## config.mk

```make
export PLATFORM = sky130hd
export DESIGN_NAME = word_queue_pair
export DESIGN_NICKNAME = d
export VERILOG_FILES = /design/src/rtl/wq_pkg.sv /design/src/rtl/wq_store.sv /design/src/rtl/wq_ctrl.sv /design/src/rtl/wq_lane.sv /design/src/rtl/word_queue_pair.sv
export SDC_FILE = /design/constraint.sdc
export NUM_CORES = 1
export LEC_CHECK = 0
export BUFFER_PORTS_ARGS = -buffer_cell sky130_fd_sc_hd__buf_2
export CAP_MARGIN = 20
export CORE_ASPECT_RATIO = 0.8
export CORE_MARGIN = 1
export CORE_UTILIZATION = 54
export DETAILED_ROUTE_END_ITERATION = 10
export GPL_ROUTABILITY_DRIVEN = 0
export GPL_TIMING_DRIVEN = 1
export PLACE_DENSITY = 0.75
export SKIP_LAST_GASP = 1
export SYNTH_ARGS = -nofsm -noshare
export SYNTH_HDL_FRONTEND = slang
export SYNTH_HIERARCHICAL = 1
export SYNTH_SLANG_ARGS = --single-unit
```

## constraint.sdc

```tcl
create_clock -name clk -period 1.99 [get_ports clk]
set_input_delay 0.0995 -clock clk [delete_from_list [all_inputs] [get_ports clk]]
set_output_delay 0.0995 -clock clk [all_outputs]
set_load 0.03 [all_outputs]
```

## src/rtl/wq_pkg.sv

```systemverilog
package wq_pkg;
  localparam int unsigned DEF_WIDTH = 9;
  localparam int unsigned DEF_DEPTH = 8;

  // occupancy at which the half-full flag switches on
  function automatic int unsigned half_mark(input int unsigned depth);
    return depth / 2;
  endfunction
endpackage

```

## src/rtl/wq_store.sv

```systemverilog
module wq_store #(
  parameter int unsigned WIDTH = 9,
  parameter int unsigned DEPTH = 8,
  localparam int unsigned AW = $clog2(DEPTH)
) (
  input  logic             clk,
  input  logic             rst,
  input  logic             clr,
  input  logic             we,
  input  logic [AW-1:0]    waddr,
  input  logic [WIDTH-1:0] wdata,
  input  logic             re_ok,
  input  logic             re_req,
  input  logic [AW-1:0]    raddr,
  output logic [WIDTH-1:0] rdata
);
  logic [WIDTH-1:0] mem [DEPTH];
  logic [WIDTH-1:0] rdata_q;

  // write port: no reset so the array can map onto block RAM
  always_ff @(posedge clk) begin
    if (we) mem[waddr] <= wdata;
  end

  // registered read port; an empty pop yields zero
  always_ff @(posedge clk) begin
    if (rst || clr)  rdata_q <= '0;
    else if (re_ok)  rdata_q <= mem[raddr];
    else if (re_req) rdata_q <= '0;
  end

  assign rdata = rdata_q;
endmodule

```

## src/rtl/wq_ctrl.sv

```systemverilog
module wq_ctrl
  import wq_pkg::*;
#(
  parameter int unsigned DEPTH = 8,
  localparam int unsigned AW    = $clog2(DEPTH),
  localparam int unsigned CNT_W = $clog2(DEPTH + 1),
  localparam int unsigned HALF  = half_mark(DEPTH)
) (
  input  logic          clk,
  input  logic          rst,
  input  logic          clr,
  input  logic          push,
  input  logic          pop,
  output logic          push_ok,
  output logic          pop_ok,
  output logic [AW-1:0] wptr,
  output logic [AW-1:0] rptr,
  output logic [AW-1:0] level,
  output logic          half,
  output logic          nonempty
);
  logic [CNT_W-1:0] count_q, count_n;
  logic [AW-1:0]    wptr_q, rptr_q, level_q;
  logic             full_q, half_q, ne_q;

  // requests are judged against the occupancy before the edge
  assign push_ok = push & ~full_q & ~clr;
  assign pop_ok  = pop  &  ne_q   & ~clr;
  assign count_n = count_q + CNT_W'(push_ok) - CNT_W'(pop_ok);

  always_ff @(posedge clk) begin
    if (rst || clr) begin
      count_q <= '0;
      wptr_q  <= '0;
      rptr_q  <= '0;
      level_q <= '0;
      full_q  <= 1'b0;
      half_q  <= 1'b0;
      ne_q    <= 1'b0;
    end else begin
      count_q <= count_n;
      if (push_ok) wptr_q <= wptr_q + AW'(1);
      if (pop_ok)  rptr_q <= rptr_q + AW'(1);
      level_q <= count_n[AW-1:0];
      full_q  <= (count_n == CNT_W'(DEPTH));
      half_q  <= (count_n >= CNT_W'(HALF));
      ne_q    <= (count_n != '0);
    end
  end

  assign wptr     = wptr_q;
  assign rptr     = rptr_q;
  assign level    = level_q;
  assign half     = half_q;
  assign nonempty = ne_q;
endmodule

```

## src/rtl/wq_lane.sv

```systemverilog
module wq_lane #(
  parameter int unsigned WIDTH = 9,
  parameter int unsigned DEPTH = 8,
  localparam int unsigned AW = $clog2(DEPTH)
) (
  input  logic             clk,
  input  logic             rst,
  input  logic             clr,
  input  logic             push,
  input  logic [WIDTH-1:0] wdata,
  input  logic             pop,
  output logic [WIDTH-1:0] rdata,
  output logic [AW-1:0]    level,
  output logic             half,
  output logic             nonempty
);
  logic          push_ok, pop_ok;
  logic [AW-1:0] wptr, rptr;

  wq_ctrl #(.DEPTH(DEPTH)) u_ctrl (
    .clk(clk), .rst(rst), .clr(clr), .push(push), .pop(pop),
    .push_ok(push_ok), .pop_ok(pop_ok), .wptr(wptr), .rptr(rptr),
    .level(level), .half(half), .nonempty(nonempty)
  );

  wq_store #(.WIDTH(WIDTH), .DEPTH(DEPTH)) u_store (
    .clk(clk), .rst(rst), .clr(clr), .we(push_ok), .waddr(wptr),
    .wdata(wdata), .re_ok(pop_ok), .re_req(pop & ~clr), .raddr(rptr),
    .rdata(rdata)
  );
endmodule

```

## src/rtl/word_queue_pair.sv

```systemverilog
module word_queue_pair
  import wq_pkg::*;
#(
  parameter int unsigned WIDTH = DEF_WIDTH,
  parameter int unsigned DEPTH = DEF_DEPTH,
  localparam int unsigned LVL_W = $clog2(DEPTH),
  localparam int unsigned NQ    = 2
) (
  input  logic             clk,
  input  logic             rst,
  input  logic             soft_clr,
  input  logic             tx_push,
  input  logic [WIDTH-1:0] tx_wdata,
  input  logic             tx_pop,
  output logic [WIDTH-1:0] tx_rdata,
  output logic [LVL_W-1:0] tx_level,
  output logic             tx_full,
  output logic             tx_half,
  output logic             tx_avail,
  input  logic             rx_push,
  input  logic [WIDTH-1:0] rx_wdata,
  input  logic             rx_pop,
  output logic [WIDTH-1:0] rx_rdata,
  output logic [LVL_W-1:0] rx_level,
  output logic             rx_ready,
  output logic             rx_half
);
  // lane 0 = outgoing, lane 1 = incoming
  logic [NQ-1:0]    push_v, pop_v, half_v, ne_v;
  logic [WIDTH-1:0] wdata_v [NQ];
  logic [WIDTH-1:0] rdata_v [NQ];
  logic [LVL_W-1:0] level_v [NQ];

  assign push_v     = {rx_push, tx_push};
  assign pop_v      = {rx_pop, tx_pop};
  assign wdata_v[0] = tx_wdata;
  assign wdata_v[1] = rx_wdata;

  for (genvar g = 0; g < NQ; g++) begin : g_lane
    wq_lane #(.WIDTH(WIDTH), .DEPTH(DEPTH)) u_lane (
      .clk(clk), .rst(rst), .clr(soft_clr),
      .push(push_v[g]), .wdata(wdata_v[g]), .pop(pop_v[g]),
      .rdata(rdata_v[g]), .level(level_v[g]),
      .half(half_v[g]), .nonempty(ne_v[g])
    );
  end

  assign tx_rdata = rdata_v[0];
  assign tx_level = level_v[0];
  assign tx_half  = half_v[0];
  assign tx_avail = ne_v[0];
  // wrapped level 0 with words present means all entries are taken
  assign tx_full  = ne_v[0] & (level_v[0] == '0);

  assign rx_rdata = rdata_v[1];
  assign rx_level = level_v[1];
  assign rx_half  = half_v[1];
  assign rx_ready = ne_v[1];
endmodule

```

==> impl_metrics.yaml, run 1 <==
outcome:
  status: "finished with violations"
  violations: "negative setup slack"
global_routing:
  grt_usage_pct: 22.5
  antenna_found_initial: 0
  gr-total-overflow: 0
  grt_pass1_wl_um: 24000
  grt_pass1_vias: 4649
  grt_max_degree: 30
timing:
  finalWorstSetupSlack_ns: -0.0197
  finClkSkew_ns: 0.00897
  setup_violations: 1
  worst_pin_slew_ns: 0.387
  report.final.slew_viol_count: 0
  period_minus_slack_ns: 2.01
  tns_ns: -0.0197
  clock.fmax_ghz: 0.498
  rsz0062_at_grt: "yes"
  slew-limit-headroom_pct: 74.2
  hold_violations: 0
  fin_hold_ws_ns: 0.0276
  fin_crit_sh_pct: 101
worst_setup_path:
  crit_chain: "nand2_4 -> nor2_4 -> ha_4 -> inv_2 -> ha_4 -> inv_2 -> fa_2 -> xor2_2 -> nand3b_1 -> o31a_1"
  end_kind: "register"
  critPathMaxFanout: 2
  cp_slowest_stage_delay_ns: 0.36
  worst_ep_arrival_time_ns: 2.33
  critPathSlowestCell: "fa_2"
  critical_path.startpoint_type: "register"
  critical_path_class: "reg2reg"
  r2r_setup_slack_ns: -0.02
  crit_required_ns: 2.31
pwr:
  power_mw: 8.13
  p_leak_nw: 3.23
  peakVddDrop_v: 0.000711
  power_density_mw_per_mm2: 871
drt:
  detail_route.wl_per_cell_um: 19.6
  first_pass_iters: 5
  via_per_inst: 5.82
  drc_errors: 0
  via_count: 4597
  ant_nets: 0
  drt_wl_total_um: 15500
  dr.first_iter.drc_count: 374
floorplan:
  core_mm2: 0.0138
  initial_utilization_pct: 56.2
  die_w_um: 136
  io_pins: 54
  row_count: 38
  die_area_mm2: 0.0148
  die_y_um: 109
cells_and_area:
  final_area_mm2: 0.00933
  area_growth_syn_to_layout_pct: 20.4
  drive_gt1_share_pct: 33.6
  fillers: 911
  regArea_mm2: 0.00521
  fin_nets: 637
  insertedDiodeCount: 0
  multiInputGateArea_mm2: 0.00241
synthesis:
  synth.most_common_cell: "edfxtp_1"
  ys_seq_elements: 188
  synthTopCellsByArea: "edfxtp_1 56%, dfxtp_1 11%, mux2_2 5.2%, mux4_1 4.7%, a211oi_1 3.1%"
  synth_edf_count: 144
  ys_types: 40
  synth_top_family_by_area: "multiplexers"
  synth-compound-area-share_pct: 6.88
  synth_adder_area_share_pct: 2.45
  post-synth-top-area-cell: "edfxtp_1"
  synth-simple-area-share_pct: 7.33
  netlist_area_mm2: 0.00775
  syn_inst: 483
  yosys.area.top_type_share_pct: 55.8
  synthArstFlopShare_pct: 0
  synth-main-ff-cell: "edfxtp_1"
  yosys_warnings: 6
  syn_avg_cell_area_um2: 16.1
  synthMuxAreaShare_pct: 11.4
  synthXorXnorAreaFrac_pct: 1.81
  synth_commonest_cells: "144 x edfxtp_1, 44 x dfxtp_1, 36 x mux2_2"
  syn-num-nets: 522
  yosysSeqAreaShare_pct: 67.1
clock_network:
  cts-htree-levels: 4
  path_clk_slew_ns: 0.06
  cts_max_path_buffers: 2
  cts_sinks: 188
  clock-root-buffer: "clkbuf_16"
  cts_tree: "built"
  insertion_delay_ns: 0.43
  numCtsBuffers: 17
placement:
  port_buffers: 53
  hpwl_um: 9740
  placed_cell_area_mm2: 0.00840
run:
  drv_cap: 0
worst_hold_path:
  hold_class: "in2reg"
cells by family (layout without fill, tap and decap cells):
family,count (synthesis),count (layout)
flip-flops,188,188
AND/OR/NAND/NOR,103,103
AO/OA/AOI/OAI,68,68
multiplexers,56,56
buffers and inverters,38,165
XOR/XNOR,16,16
adder cells (fa/ha/maj),14,14
worst max-delay path: cells and delay by family, from the launching register on:
family                   cells  cell delay, ns
flip-flops                   1            0.35
XOR/XNOR                     1            0.18
AND/OR/NAND/NOR              3            0.29
adder cells (fa/ha/maj)      3            0.70
AO/OA/AOI/OAI                1            0.28
buffers and inverters        2            0.10
metrics by stage:
stage	std cells	utilization [%]	setup WS, ns
2_1_floorplan	483	-	-0.0313
4_1_cts	785	67.3	-0.0132
3_3_place_gp	729	60.9	0.00917
3_5_place_dp	729	60.9	-0.0936
6_report	790	67.7	-0.0197
5_1_grt	790	67.7	-0.120
flip-flops by register name (all words and copies together), names as in the netlist:
signal,count
g_lane.u_lane/u_ctrl/rptr,6
g_lane.u_lane/u_ctrl/half,2
g_lane.u_lane/u_store/rdata,18
g_lane.u_lane/u_ctrl/count_q,8
g_lane.u_lane/u_store/mem,144
g_lane.u_lane/u_ctrl/nonempty,2
g_lane.u_lane/u_ctrl/full_q,2
g_lane.u_lane/u_ctrl/wptr,6
report_power, final:
group | internal [mW] | leakage, nW | total (mW) | switching, mW
sequential | 4.27 | 1.66 | 4.29 | 0.0262
clock | 1.96 | 0.286 | 3.32 | 1.36
combinational | 0.234 | 1.28 | 0.517 | 0.282
total | 6.46 | 3.23 | 8.13 | 1.67
cell usage in the layout (no fill, tap or decap), drive strengths merged, types with 3 or more instances in the layout:
master,count
a211oi,36
a21oi,8
and3,4
buf,100
bufinv,3
clkbuf,19
clkinv,8
dfxtp,44
dlygate4sd3,20
edfxtp,144
ha,12
inv,14
mux2,36
mux4,18
nand2,26
nand2b,10
nand4b,4
nor2,32
nor3,6
o221ai,18
o31a,4
or2,6
xnor2,8
xor2,8
worst paths after layout:
kind | end | cells past startpoint | from
max reg2reg | g_lane[0].u_lane/u_ctrl/nonempty$_SDFF_PP0_ | 10 | g_lane[0].u_lane/u_ctrl/nonempty$_SDFF_PP0_
min reg2reg | g_lane[0].u_lane/u_store/rdata[1]$_SDFFE_PP0P_ | 2 | g_lane[0].u_lane/u_store/rdata[1]$_SDFFE_PP0P_
min | g_lane[1].u_lane/u_ctrl/half$_SDFF_PP0_ | 3 | rst
max | g_lane[0].u_lane/u_ctrl/nonempty$_SDFF_PP0_ | 10 | g_lane[0].u_lane/u_ctrl/nonempty$_SDFF_PP0_
final cells by class:
type                       count  share of cell area, %
inverter                      14                  0.563
timing repair buffer         120                   9.04
clock inverter                12                   1.60
sequential                   188                   55.9
multi-input combinational    257                   25.9
tap                          180                   2.41
clock buffer                  19                   4.64
layer usage:
metal  vias to the layer above  part of all wire [%]  GRT usage [%]
met5                         -                     0              0
met4                         0                   2.1           10.6
met3                        27                   8.0           5.63
met2                       214                    46           34.4
met1                      2243                    44           30.5
li1                       2113                     -              -
what timing repair did:
action,CTS,global route
gates resized for setup,13,1
buffers inserted,5,5
pin swaps,8,6
hold endpoints to repair,146,0
hold buffers,20,0
setup endpoints to repair,4,5
Note: power is estimated with default switching activity, not from simulation.
==> run 2, diff against run 1 <==
- CORE_UTILIZATION: 54 -> 60
- PLACE_DENSITY: 0.75 -> 0.79
- RECOVER_POWER: default -> 25
- clock period: 1.99 -> 2.1 ns (I/O delays scaled with it)
==> run 2 against run 1 <==
Against the previous run: the flow still finishes with violations (negative setup slack); clock power grew 1%; global-route usage grew 3.0 points; total power shrank 2.8%; count of clock-buffer cells in the layout is 1 higher; critical path depth rose by 1; sequential share of layout area increased by 0.42 points; setup slack improved by 0.016 ns; clock skew decreased by 0.0019 ns; first-iteration DRC count grew 21%; fmax is 4.5% lower; non-clock buffer count down 10; critical path type unchanged.
==> impl_metrics.yaml, run 2 (same netlist as run 1, synthesis figures left out) <==
outcome:
  status: "finished with violations"
  violations: "negative setup slack"
timing:
  report.final.slew_viol_count: 0
  clock.fmax_ghz: 0.475
  hold_violations: 0
  fin_crit_sh_pct: 100
  slew-limit-headroom_pct: 54.3
  worst_pin_slew_ns: 0.685
  finClkSkew_ns: 0.00710
  rsz0062_at_grt: "yes"
  setup_violations: 1
  finalWorstSetupSlack_ns: -0.00349
  period_minus_slack_ns: 2.10
cells_and_area:
  fillers: 739
  insertedDiodeCount: 0
  fin_nets: 627
  area_growth_syn_to_layout_pct: 19.4
  final_util_pct: 74.8
  largest-register: "g_lane.u_lane/u_store/mem"
  final_area_mm2: 0.00926
  layout_common_cells: "144 x edfxtp_1, 42 x dfxtp_1, 39 x buf_2"
  layout_commonest_cell: "edfxtp_1"
  drive_gt1_share_pct: 30.1
  largest_reg_flops: 144
run:
  drv_cap: 0
pwr:
  power_density_mw_per_mm2: 853
  peakVddDrop_v: 0.000853
  power_mw: 7.90
  p_leak_nw: 3.16
worst_hold_path:
  hold_class: "in2reg"
global_routing:
  grt_pass1_vias: 4671
  antenna_found_initial: 0
  grt_pass1_wl_um: 24600
  grt_max_degree: 30
  grt_usage_pct: 25.5
  gr-total-overflow: 0
clock_network:
  clock-root-buffer: "clkbuf_16"
  path_clk_slew_ns: 0.07
  cts_max_path_buffers: 2
  cts_tree: "built"
  cts_sinks: 188
  insertion_delay_ns: 0.43
  numCtsBuffers: 17
  cts-htree-levels: 4
floorplan:
  core_mm2: 0.0124
  die_w_um: 129
  initial_utilization_pct: 62.6
  row_count: 36
  die_area_mm2: 0.0134
  die_y_um: 104
  io_pins: 54
drt:
  first_pass_iters: 5
  drt_wl_total_um: 16000
  detail_route.wl_per_cell_um: 20.8
  ant_nets: 0
  via_per_inst: 6.04
  dr.first_iter.drc_count: 453
  drc_errors: 0
  via_count: 4661
placement:
  placed_cell_area_mm2: 0.00831
  hpwl_um: 9860
  port_buffers: 53
worst_setup_path:
  crit_required_ns: 2.45
  critical_path_class: "reg2reg"
  critical_path.startpoint_type: "register"
  worst_ep_arrival_time_ns: 2.45
  end_kind: "register"
  critPathMaxFanout: 4
-- run 2: cell count changes in the layout (fill, tap and decap cells not counted), sizes merged --
cell | before | now
buf | 100 | 77
clkbuf | 19 | 33
clkinv | 8 | 3
inv | 14 | 17
clkinvlp | 1 | 3
-- run 2: worst paths after layout --
path                                                   from                                             end  slack [ns]  cells past startpoint
max reg2reg     g_lane[0].u_lane/u_ctrl/nonempty$_SDFF_PP0_       g_lane[0].u_lane/u_ctrl/full_q$_SDFF_PP0_      -0.003                     11
min                                                     rst     g_lane[0].u_lane/u_ctrl/nonempty$_SDFF_PP0_        0.03                      3
min reg2reg  g_lane[0].u_lane/u_store/rdata[5]$_SDFFE_PP0P_  g_lane[0].u_lane/u_store/rdata[5]$_SDFFE_PP0P_        0.49                      2
max             g_lane[0].u_lane/u_ctrl/nonempty$_SDFF_PP0_       g_lane[0].u_lane/u_ctrl/full_q$_SDFF_PP0_      -0.003                     11
-- run 2: final cells by class --
cell class	instances	area, µm²	area share (%)
clock inverters	12	160	1.73
repair buffers	110	758	8.19
clock buffers	20	467	5.04
inverters	14	52.6	0.567
flip-flops and latches	188	5210	56.3
well taps	171	214	2.31
multi-input cells	257	2400	25.9
-- run 2: metrics by stage --
step,setup slack (ns),TNS (ns),hold slack (ns),std cells
after floorplan,0.0428,0,0.204,483
after global placement,0.0538,0,0.365,713
after detailed placement,-0.0285,-0.0412,0.379,713
after CTS,0.00600,0,0.00604,766
after global routing,-0.0990,-0.230,0.0428,772
final,-0.00349,-0.00349,0.0260,772
-- run 2: timing repair --
action | CTS | global route
setup endpoints to repair | 3 | 5
resized for setup | 3 | 14
setup buffers | 1 | 6
hold buffers | 20 | 0
pin swaps | 1 | 5
hold endpoints to repair | 146 | 0
-- run 2: worst max-delay path, cell delays in order, from the launching register on --
cell and delay [ns]:
dfxtp_4 0.38, nand2_4 0.06, nor2_4 0.13, ha_4 0.20
inv_2 0.06, ha_4 0.13, inv_1 0.05, fa_2 0.38
xor2_2 0.16, nand3b_1 0.12, buf_4 0.15, nor4_2 0.19
-- run 2: power by group --
part | leakage, nW | total [mW] | internal [mW] | switching, mW
combinational | 1.20 | 0.472 | 0.206 | 0.266
clock | 0.301 | 3.36 | 1.98 | 1.38
sequential | 1.66 | 4.07 | 4.04 | 0.0267
-- run 2: routing by layer --
| metal | track usage [%] | routed length [µm] | vias up |
|---|---|---|---|
| met3 | 7.02 | 1090 | 34 |
| met2 | 38.7 | 7630 | 190 |
| li1 | - | - | 2091 |
| met4 | 10.5 | 317 | 0 |
| met5 | 0 | 0 | - |
| met1 | 35.1 | 6990 | 2346 |
